[config.mk]
export PLATFORM = sky130hd
export DESIGN_NAME = xram_map_ctrl
export DESIGN_NICKNAME = d
export VERILOG_FILES = /design/src/rtl/xram_map_ctrl.sv
export SDC_FILE = /design/constraint.sdc
export NUM_CORES = 1
export LEC_CHECK = 0
export BUFFER_PORTS_ARGS = -buffer_cell sky130_fd_sc_hd__buf_2
export CORE_ASPECT_RATIO = 1.4
export CORE_MARGIN = 10
export CORE_UTILIZATION = 34
export DETAILED_ROUTE_END_ITERATION = 6
export PLACE_DENSITY = 0.91
export SLEW_MARGIN = 25
export SYNTH_ARGS = -nofsm -noshare
export SYNTH_HDL_FRONTEND = slang
export SYNTH_SLANG_ARGS = --single-unit
[constraint.sdc]
create_clock -name clk -period 1.7 [get_ports clk]
set_input_delay 0.255 -clock clk [delete_from_list [all_inputs] [get_ports clk]]
set_output_delay 0.255 -clock clk [all_outputs]
set_load 0.01 [all_outputs]
[src/rtl/xram_map_ctrl.sv]
module xram_map_ctrl #(
  parameter int ADDR_W = 16,
  parameter int DATA_W = 8,
  parameter int RAM_AW = 10,
  parameter logic [ADDR_W-1:0] WIN_BASE = 16'hFC00
) (
  input  logic              clk,
  input  logic              rst_n,
  input  logic              req_valid,
  output logic              req_ready,
  input  logic              req_we,
  input  logic [ADDR_W-1:0] req_addr,
  input  logic [DATA_W-1:0] req_wdata,
  output logic              resp_valid,
  output logic [DATA_W-1:0] resp_rdata,
  input  logic              cfg_we,
  input  logic [1:0]        cfg_wdata,
  output logic [1:0]        cfg_rdata,
  output logic              ram_en,
  output logic              ram_we,
  output logic [RAM_AW-1:0] ram_addr,
  output logic [DATA_W-1:0] ram_wdata,
  input  logic [DATA_W-1:0] ram_rdata,
  output logic              ext_cycle,
  output logic              ext_rd,
  output logic              ext_wr,
  output logic [ADDR_W-1:0] ext_addr,
  output logic [DATA_W-1:0] ext_wdata,
  input  logic [DATA_W-1:0] ext_rdata
);
  logic              ram_off, trace_on;
  logic [ADDR_W-1:0] off;
  logic              in_win, internal;

  assign off      = req_addr - WIN_BASE;
  assign in_win   = (req_addr >= WIN_BASE) && (off[ADDR_W-1:RAM_AW] == '0);
  assign internal = req_valid && in_win && !ram_off;

  always_ff @(posedge clk or negedge rst_n)
    if (!rst_n) begin
      ram_off  <= 1'b1;
      trace_on <= 1'b0;
    end else if (cfg_we) begin
      ram_off  <= ram_off & cfg_wdata[0];
      trace_on <= cfg_wdata[1];
    end

  assign cfg_rdata = {trace_on, ram_off};
  assign req_ready = 1'b1;

  assign ram_en    = internal;
  assign ram_we    = internal && req_we;
  assign ram_addr  = off[RAM_AW-1:0];
  assign ram_wdata = req_wdata;

  assign ext_cycle = req_valid && (!internal || trace_on);
  assign ext_rd    = ext_cycle && !req_we;
  assign ext_wr    = ext_cycle && req_we;
  assign ext_addr  = req_addr;
  assign ext_wdata = (internal && !req_we) ? ram_rdata : req_wdata;

  always_ff @(posedge clk or negedge rst_n)
    if (!rst_n) begin
      resp_valid <= 1'b0;
      resp_rdata <= '0;
    end else begin
      resp_valid <= req_valid;
      if (req_valid && !req_we)
        resp_rdata <= internal ? ram_rdata : ext_rdata;
    end
endmodule

==> out/metrics.csv, run 1 <==
stage;metric;value;unit
synth;synth_area_per_cell;8.59;µm²
timing;finalSetupViolations;12;
pwr;ir_drop;0.000287;V
global_routing;grt.total_usage;11.8;%
clock_network;cts_tree;done;
critical_path;max_stage_delay;550;ps
route;ant_nets;0;
critical_path;r2r_end;resp_rdata[0];
clock_network;cts_buffers;3;
outcome;violations;setup timing;
critical_path;cp_data_arrival_time;1570;ps
floorplan;num_rows;22;
global_routing;antenna_found_initial;0;
critical_path;critPathRequiredTime;1440;ps
route;finalWirelength;3190;µm
synth;ys_types;24;
global_routing;grt_max_degree;14;
synth;synth_top_area_share;28.9;%
timing;whs;157;ps
clock_network;cts.htree.levels;1;
outcome;status;complete, but fails checks;
flow_run;maxCapViolCount;0;
synth;ys_top_cells_by_area;buf_4 29%, dfrtp_1 26%, mux2_2 7.0%;
route;drt_pass1_iterations;4;
critical_path;end_kind;output port;
timing;skew;6.70;ps
layout;syn_to_final_growth;27.6;%
route;drc;0;
floorplan;die_y;82.9;µm
place;numPortBuffers;74;
timing;layout_setup_ws;-122;ps
timing;period_share;107;%
clock_network;root_buffer;clkbuf_4;
layout;antennaDiodeCount;0;
synth;ys.flop_type;dfrtp_1;
route;vias_per_cell;4.67;
pwr;p_leak;0.653;nW
global_routing;grt_overflow;0;
critical_path;cp_common_cell;buf_6;
worst_hold_path;hp-class;input pin to register;
floorplan;boundaryPins;106;
critical_path;worstSetupPathType;register to output port;
floorplan;die_w;65.0;µm
layout;fin_area;1230;µm²
synth;synth_seq_cells;11;
timing;rsz0062_at_grt;true;
worst_hold_path;whs_path_depth;2;
critical_path;rr_startpoint;ram_off;
layout;final_util;46.0;%
synth;yosys.area.top_type;buf_4;
layout;mostFrequentLayoutCells;69 x buf_2, 10 x dfrtp_1, 8 x o21ai_0, 7 x buf_6;
synth;syn_nets;159;
floorplan;start_util;36.0;%
pwr;p_per_area;595;nW/µm²
layout;drive_above_1_share;60.5;%
critical_path;startpoint_type;register;
timing;finalCriticalPeriod;1820;ps
place;dp_hpwl;2680;µm
critical_path;path_cells;nand4b_4 -> nor3_4 -> buf_6 -> mux2_4 -> buf_6;
worst_hold_path;min_from;cfg_we;
layout;final.fill_count;282;
route;num_vias;901;
layout;instances_no_fill;193;
floorplan;coreArea;2670;µm²
place;detailed_place.area;1140;µm²
clock_network;clock_latency;270;ps
critical_path;cp_slowest_cell;dfstp_2;
synth;synth_seq_area_share;28.7;%
timing;drv_slew;0;
synth;synth-edff-count;0;
worst_hold_path;hold_end;ram_off;
place;place_congestion;0.762;
synth;ys_warn_count;0;
synth;synth_area;962;µm²
critical_path;r2r_setup_slack;370;ps
clock_network;clockBufferDepth;2;
global_routing;grt_pass1_wl;5080;µm
layout;final_nets;205;
timing;max_freq;0.549;GHz
clock_network;cts.sinks;11;
synth;synth-async-reset-ratio;100;%
global_routing;grt_pass1_vias;1018;
critical_path;path_max_fanout;5;
route;initialDrtViolationCount;25;
critical_path;r2r_cells;4;
floorplan;die_area;5390;µm²
layout;final_common_cell;buf_2;
place;dpl.cell_count;187;
timing;hold_viol_final;0;
synth;synthCells;112;
route;routedWlPerCell;16.5;µm
clock_network;clk_pin_slew;80;ps
==> metal layers <==
metal  vias to the layer above  GRT usage [%]  part of all wire [%]
li1                        437              -                     -
met1                       401           11.7                    37
met2                        48           19.4                    48
met3                        15           5.38                    13
met4                         0           6.61                   2.3
met5                         -              0                     0
==> what timing repair did <==
item / in CTS / in global routing
setup endpoints to repair: 13 / 13
hold endpoints to repair: 10 / 0
pin swaps: 1 / 0
setup buffers: 2 / 0
hold buffers: 1 / 0
gates resized for setup: 13 / 0
==> how the worst max path moves through the flow <==
| stage | endpoint | startpoint | cells past startpoint | slack [ps] |
|---|---|---|---|---|
| after floorplan | ext_wdata[1] | ram_off | 3 | 190 |
| after global placement | ext_wdata[1] | ram_off | 5 | 100 |
| after detailed placement | ext_wdata[3] | req_addr[15] | 6 | 70 |
| after CTS | ext_wdata[6] | ram_off | 5 | -140 |
| after global routing | ext_wdata[6] | ram_off | 5 | -190 |
| final | ext_wdata[7] | ram_off | 5 | -120 |
==> cell usage after synthesis, types with 2 or more instances <==
library cell	count
a31oi_1	5
buf_2	2
buf_4	37
dfrtp_1	10
inv_1	6
mux2_2	6
nand2_1	7
nand3_1	5
nand4_1	4
nor2_1	6
o211ai_1	3
o21a_1	2
o21ai_0	8
==> critical path: cells and delay by family (launching register included) <==
family	cells	cell delay (ps)
buffers and inverters	2	250
flip-flops	1	550
AND/OR/NAND/NOR	2	190
multiplexers	1	290
==> report_power, final <==
group          leakage (nW)  switching (mW)  internal (mW)
Sequential            0.126          0.0153          0.290
Clock                0.0150          0.0938         0.0909
Combinational         0.512           0.123          0.117
Total                 0.653           0.232          0.498
==> area by class of cell <==
cell class / instances / area (µm²) / area share (%)
inverters: 6 / 22.5 / 1.83
flip-flops and latches: 11 / 277 / 22.5
repair buffers: 81 / 464 / 37.8
well taps: 36 / 45.0 / 3.67
clock buffers: 4 / 26.3 / 2.14
multi-input cells: 55 / 393 / 32.0
==> per-stage QoR <==
stage / setup TNS [ps] / setup slack (ps) / total power [mW]
floorplan: 0 / 195 / 0.479
global placement: 0 / 100 / 0.533
detailed placement: 0 / 73.1 / 0.539
CTS: -1180 / -137 / 0.743
global route: -1890 / -185 / 0.780
finish: -973 / -122 / 0.730
==> logic make-up (layout without fill, tap and decap cells) <==
kind of cell	after synthesis	after routing	share of synthesized area, %
buf+inv	46	91	32.6
flops	11	11	28.7
mux	6	6	7.02
other cells	1	1	0.390
compound gates	20	20	13.3
simple gates	28	28	17.9
==> registers in the layout (all words and copies together), names as in the netlist <==
| signal | flops |
|---|---|
| ram_off | 1 |
| resp_rdata | 8 |
| resp_valid | 1 |
| trace_on | 1 |
Note: power is estimated with default switching activity, not from simulation.
==> run 2: changes to the inputs <==
--- a/config.mk
+++ b/config.mk
@@ -6,9 +6,11 @@
 export NUM_CORES = 1
 export LEC_CHECK = 0
 export BUFFER_PORTS_ARGS = -buffer_cell sky130_fd_sc_hd__buf_2
+export CELL_PAD_IN_SITES_DETAIL_PLACEMENT = 0
+export CELL_PAD_IN_SITES_GLOBAL_PLACEMENT = 2
 export CORE_ASPECT_RATIO = 1.4
 export CORE_MARGIN = 10
-export CORE_UTILIZATION = 34
+export CORE_UTILIZATION = 16
 export DETAILED_ROUTE_END_ITERATION = 6
 export PLACE_DENSITY = 0.91
 export SLEW_MARGIN = 25
==> out/metrics.csv, run 2 (synthesized netlist as in run 1, its figures left out) <==
stage;metric;value;unit;change
global_routing;grt_pass1_vias;1055;;was 1018
critical_path;r2r_cells;5;;was 4
worst_hold_path;hold_end;ram_off;;unchanged
floorplan;coreArea;5860;µm²;was 2670 µm²
layout;antennaDiodeCount;0;;unchanged
critical_path;worstSetupPathType;register to output port;;unchanged
layout;mostFrequentLayoutCells;68 x buf_2, 10 x buf_4, 10 x dfrtp_1, 7 x buf_6;;was 69 x buf_2, 10 x dfrtp_1, 8 x o21ai_0, 7 x buf_6
clock_network;cts.htree.levels;1;;unchanged
floorplan;die_y;112;µm;was 82.9 µm
layout;final_util;23.3;%;was 46.0%
route;num_vias;928;;was 901
global_routing;grt_overflow;0;;unchanged
global_routing;grt_pass1_wl;5530;µm;was 5080 µm
critical_path;rr_startpoint;ram_off;;unchanged
critical_path;startpoint_type;register;;unchanged
route;routedWlPerCell;15.2;µm;was 16.5 µm
clock_network;root_buffer;clkbuf_8;;was clkbuf_4
place;dp_hpwl;3020;µm;was 2680 µm
route;finalWirelength;3540;µm;was 3190 µm
global_routing;grt_max_degree;12;;was 14
place;place_congestion;0.773;;was 0.762
layout;drive_above_1_share;62.6;%;was 60.5%
place;preCtsSetupSlack;40.2;ps;was 73.1 ps
timing;rsz0062_at_grt;true;;unchanged
timing;layout_setup_ws;-98.9;ps;was -122 ps
route;wl_met2;1610;µm;was 1520 µm
clock_network;clk_pin_slew;50;ps;was 80 ps
clock_network;clockBufferDepth;2;;unchanged
layout;final_nets;211;;was 205
critical_path;cp_data_arrival_time;1540;ps;was 1570 ps
floorplan;start_util;16.4;%;was 36.0%
worst_hold_path;min_from;cfg_we;;unchanged
route;wl_met3;455;µm;was 409 µm
floorplan;num_rows;33;;was 22
timing;hold_viol_final;0;;unchanged
pwr;p_leak;0.716;nW;was 0.653 nW
critical_path;path_max_fanout;6;;was 5
critical_path;end_kind;output port;;unchanged
timing;period_share;106;%;was 107%
route;drt_pass1_iterations;4;;unchanged
clock_network;cts_buffers;3;;unchanged
timing;finalCriticalPeriod;1800;ps;was 1820 ps
clock_network;cts.sinks;11;;unchanged
flow_run;maxCapViolCount;0;;unchanged
place;numPortBuffers;74;;unchanged
timing;finalSetupViolations;9;;was 12
pwr;ir_drop;0.000182;V;was 0.000287 V
clock_network;cts_tree;done;;unchanged
timing;drv_slew;0;;unchanged
timing;skew;2.71;ps;was 6.70 ps
floorplan;boundaryPins;106;;unchanged
critical_path;critPathRequiredTime;1440;ps;about the same
route;highest_layer;met4;;unchanged
critical_path;r2r_end;resp_rdata[5];;was resp_rdata[0]
route;vias_per_cell;3.98;;was 4.67
layout;syn_to_final_growth;42.1;%;was 27.6%
critical_path;r2r_setup_slack;310;ps;was 370 ps
timing;max_freq;0.556;GHz;was 0.549 GHz
layout;final_common_cell;buf_2;;unchanged
worst_hold_path;hp-class;input pin to register;;unchanged
route;wl_met1;1420;µm;was 1190 µm
outcome;status;complete, but fails checks;;unchanged
pwr;p_per_area;605;nW/µm²;was 595 nW/µm²
global_routing;grt.total_usage;7.13;%;was 11.8%
route;drc;0;;unchanged
global_routing;antenna_found_initial;0;;unchanged
floorplan;die_area;9560;µm²;was 5390 µm²
worst_hold_path;whs_path_depth;2;;unchanged
outcome;violations;setup timing;;unchanged
layout;largest_reg_flops;8;;unchanged
floorplan;die_w;85.5;µm;was 65.0 µm
timing;whs;189;ps;was 157 ps
route;initialDrtViolationCount;69;;was 25
clock_network;clock_latency;240;ps;was 270 ps
route;ant_nets;0;;unchanged
layout;largest-register;resp_rdata;;unchanged
==> run 2: cell count changes in the layout (fill, tap and decap cells not counted), moves of 2 or more <==
cell | previous run | this run
clkbuf_8 | 0 | 3
clkbuf_4 | 3 | 0
buf_4 | 4 | 10
o21ai_1 | 0 | 2
o21ai_0 | 8 | 5
==> run 2: area by class of cell <==
| type | instances | area (µm²) |
|---|---|---|
| Clock buffer | 4 | 45.0 |
| Fill cell | 645 | 4500 |
| Inverter | 6 | 22.5 |
| Multi-Input combinational cell | 55 | 412 |
| Sequential cell | 11 | 277 |
| Tap cell | 70 | 87.6 |
| Timing Repair Buffer | 87 | 524 |
==> run 2: what timing repair did <==
action | 4_1_cts | 5_1_grt
buffers inserted | 2 | 4
pin swaps | 1 | 0
hold buffers | 1 | 0
endpoints found under the hold margin | 10 | 0
resized for setup | 13 | 6
cloned | 0 | 0
setup endpoints to repair | 12 | 13
==> run 2: layer usage <==
layer  global-route usage (%)  up-vias
met5                        0        -
met4                     2.64        0
met3                     3.57        8
met2                     11.4       58
met1                     7.89      409
li1                         -      453
==> run 2: worst max-delay path, stage by stage, from the launching register on <==
cell	delay [ps]
dfstp_2	370
nand4b_4	190
nor3_4	170
buf_12	150
mux2_4	300
buf_6	120
==> run 2: worst max path at each step <==
stage                 start      endpoint  slack [ps]  cells after the start
global placement    ram_off  ext_wdata[3]          50                      5
global route        ram_off  ext_wdata[5]        -160                      5
detailed placement  ram_off  ext_wdata[3]          40                      5
floorplan           ram_off  ext_wdata[1]         190                      3
finish              ram_off  ext_wdata[3]        -100                      5
CTS                 ram_off  ext_wdata[3]        -120                      5
==> run 2: through the flow <==
step / total power, mW / setup TNS (ps) / std cells / instance area, µm²
after floorplan: 0.479 / 0 / 112 / 962
after global placement: 0.543 / 0 / 223 / 1190
after detailed placement: 0.547 / 0 / 223 / 1190
after CTS: 0.830 / -902 / 230 / 1310
after global routing: 0.887 / -1280 / 233 / 1370
final: 0.827 / -728 / 233 / 1370
==> run 2: power breakdown <==
group | total, mW | internal, mW | switching [mW]
registers | 0.306 | 0.291 | 0.0156
logic | 0.257 | 0.127 | 0.130
clock network | 0.263 | 0.165 | 0.0985
total | 0.827 | 0.582 | 0.245
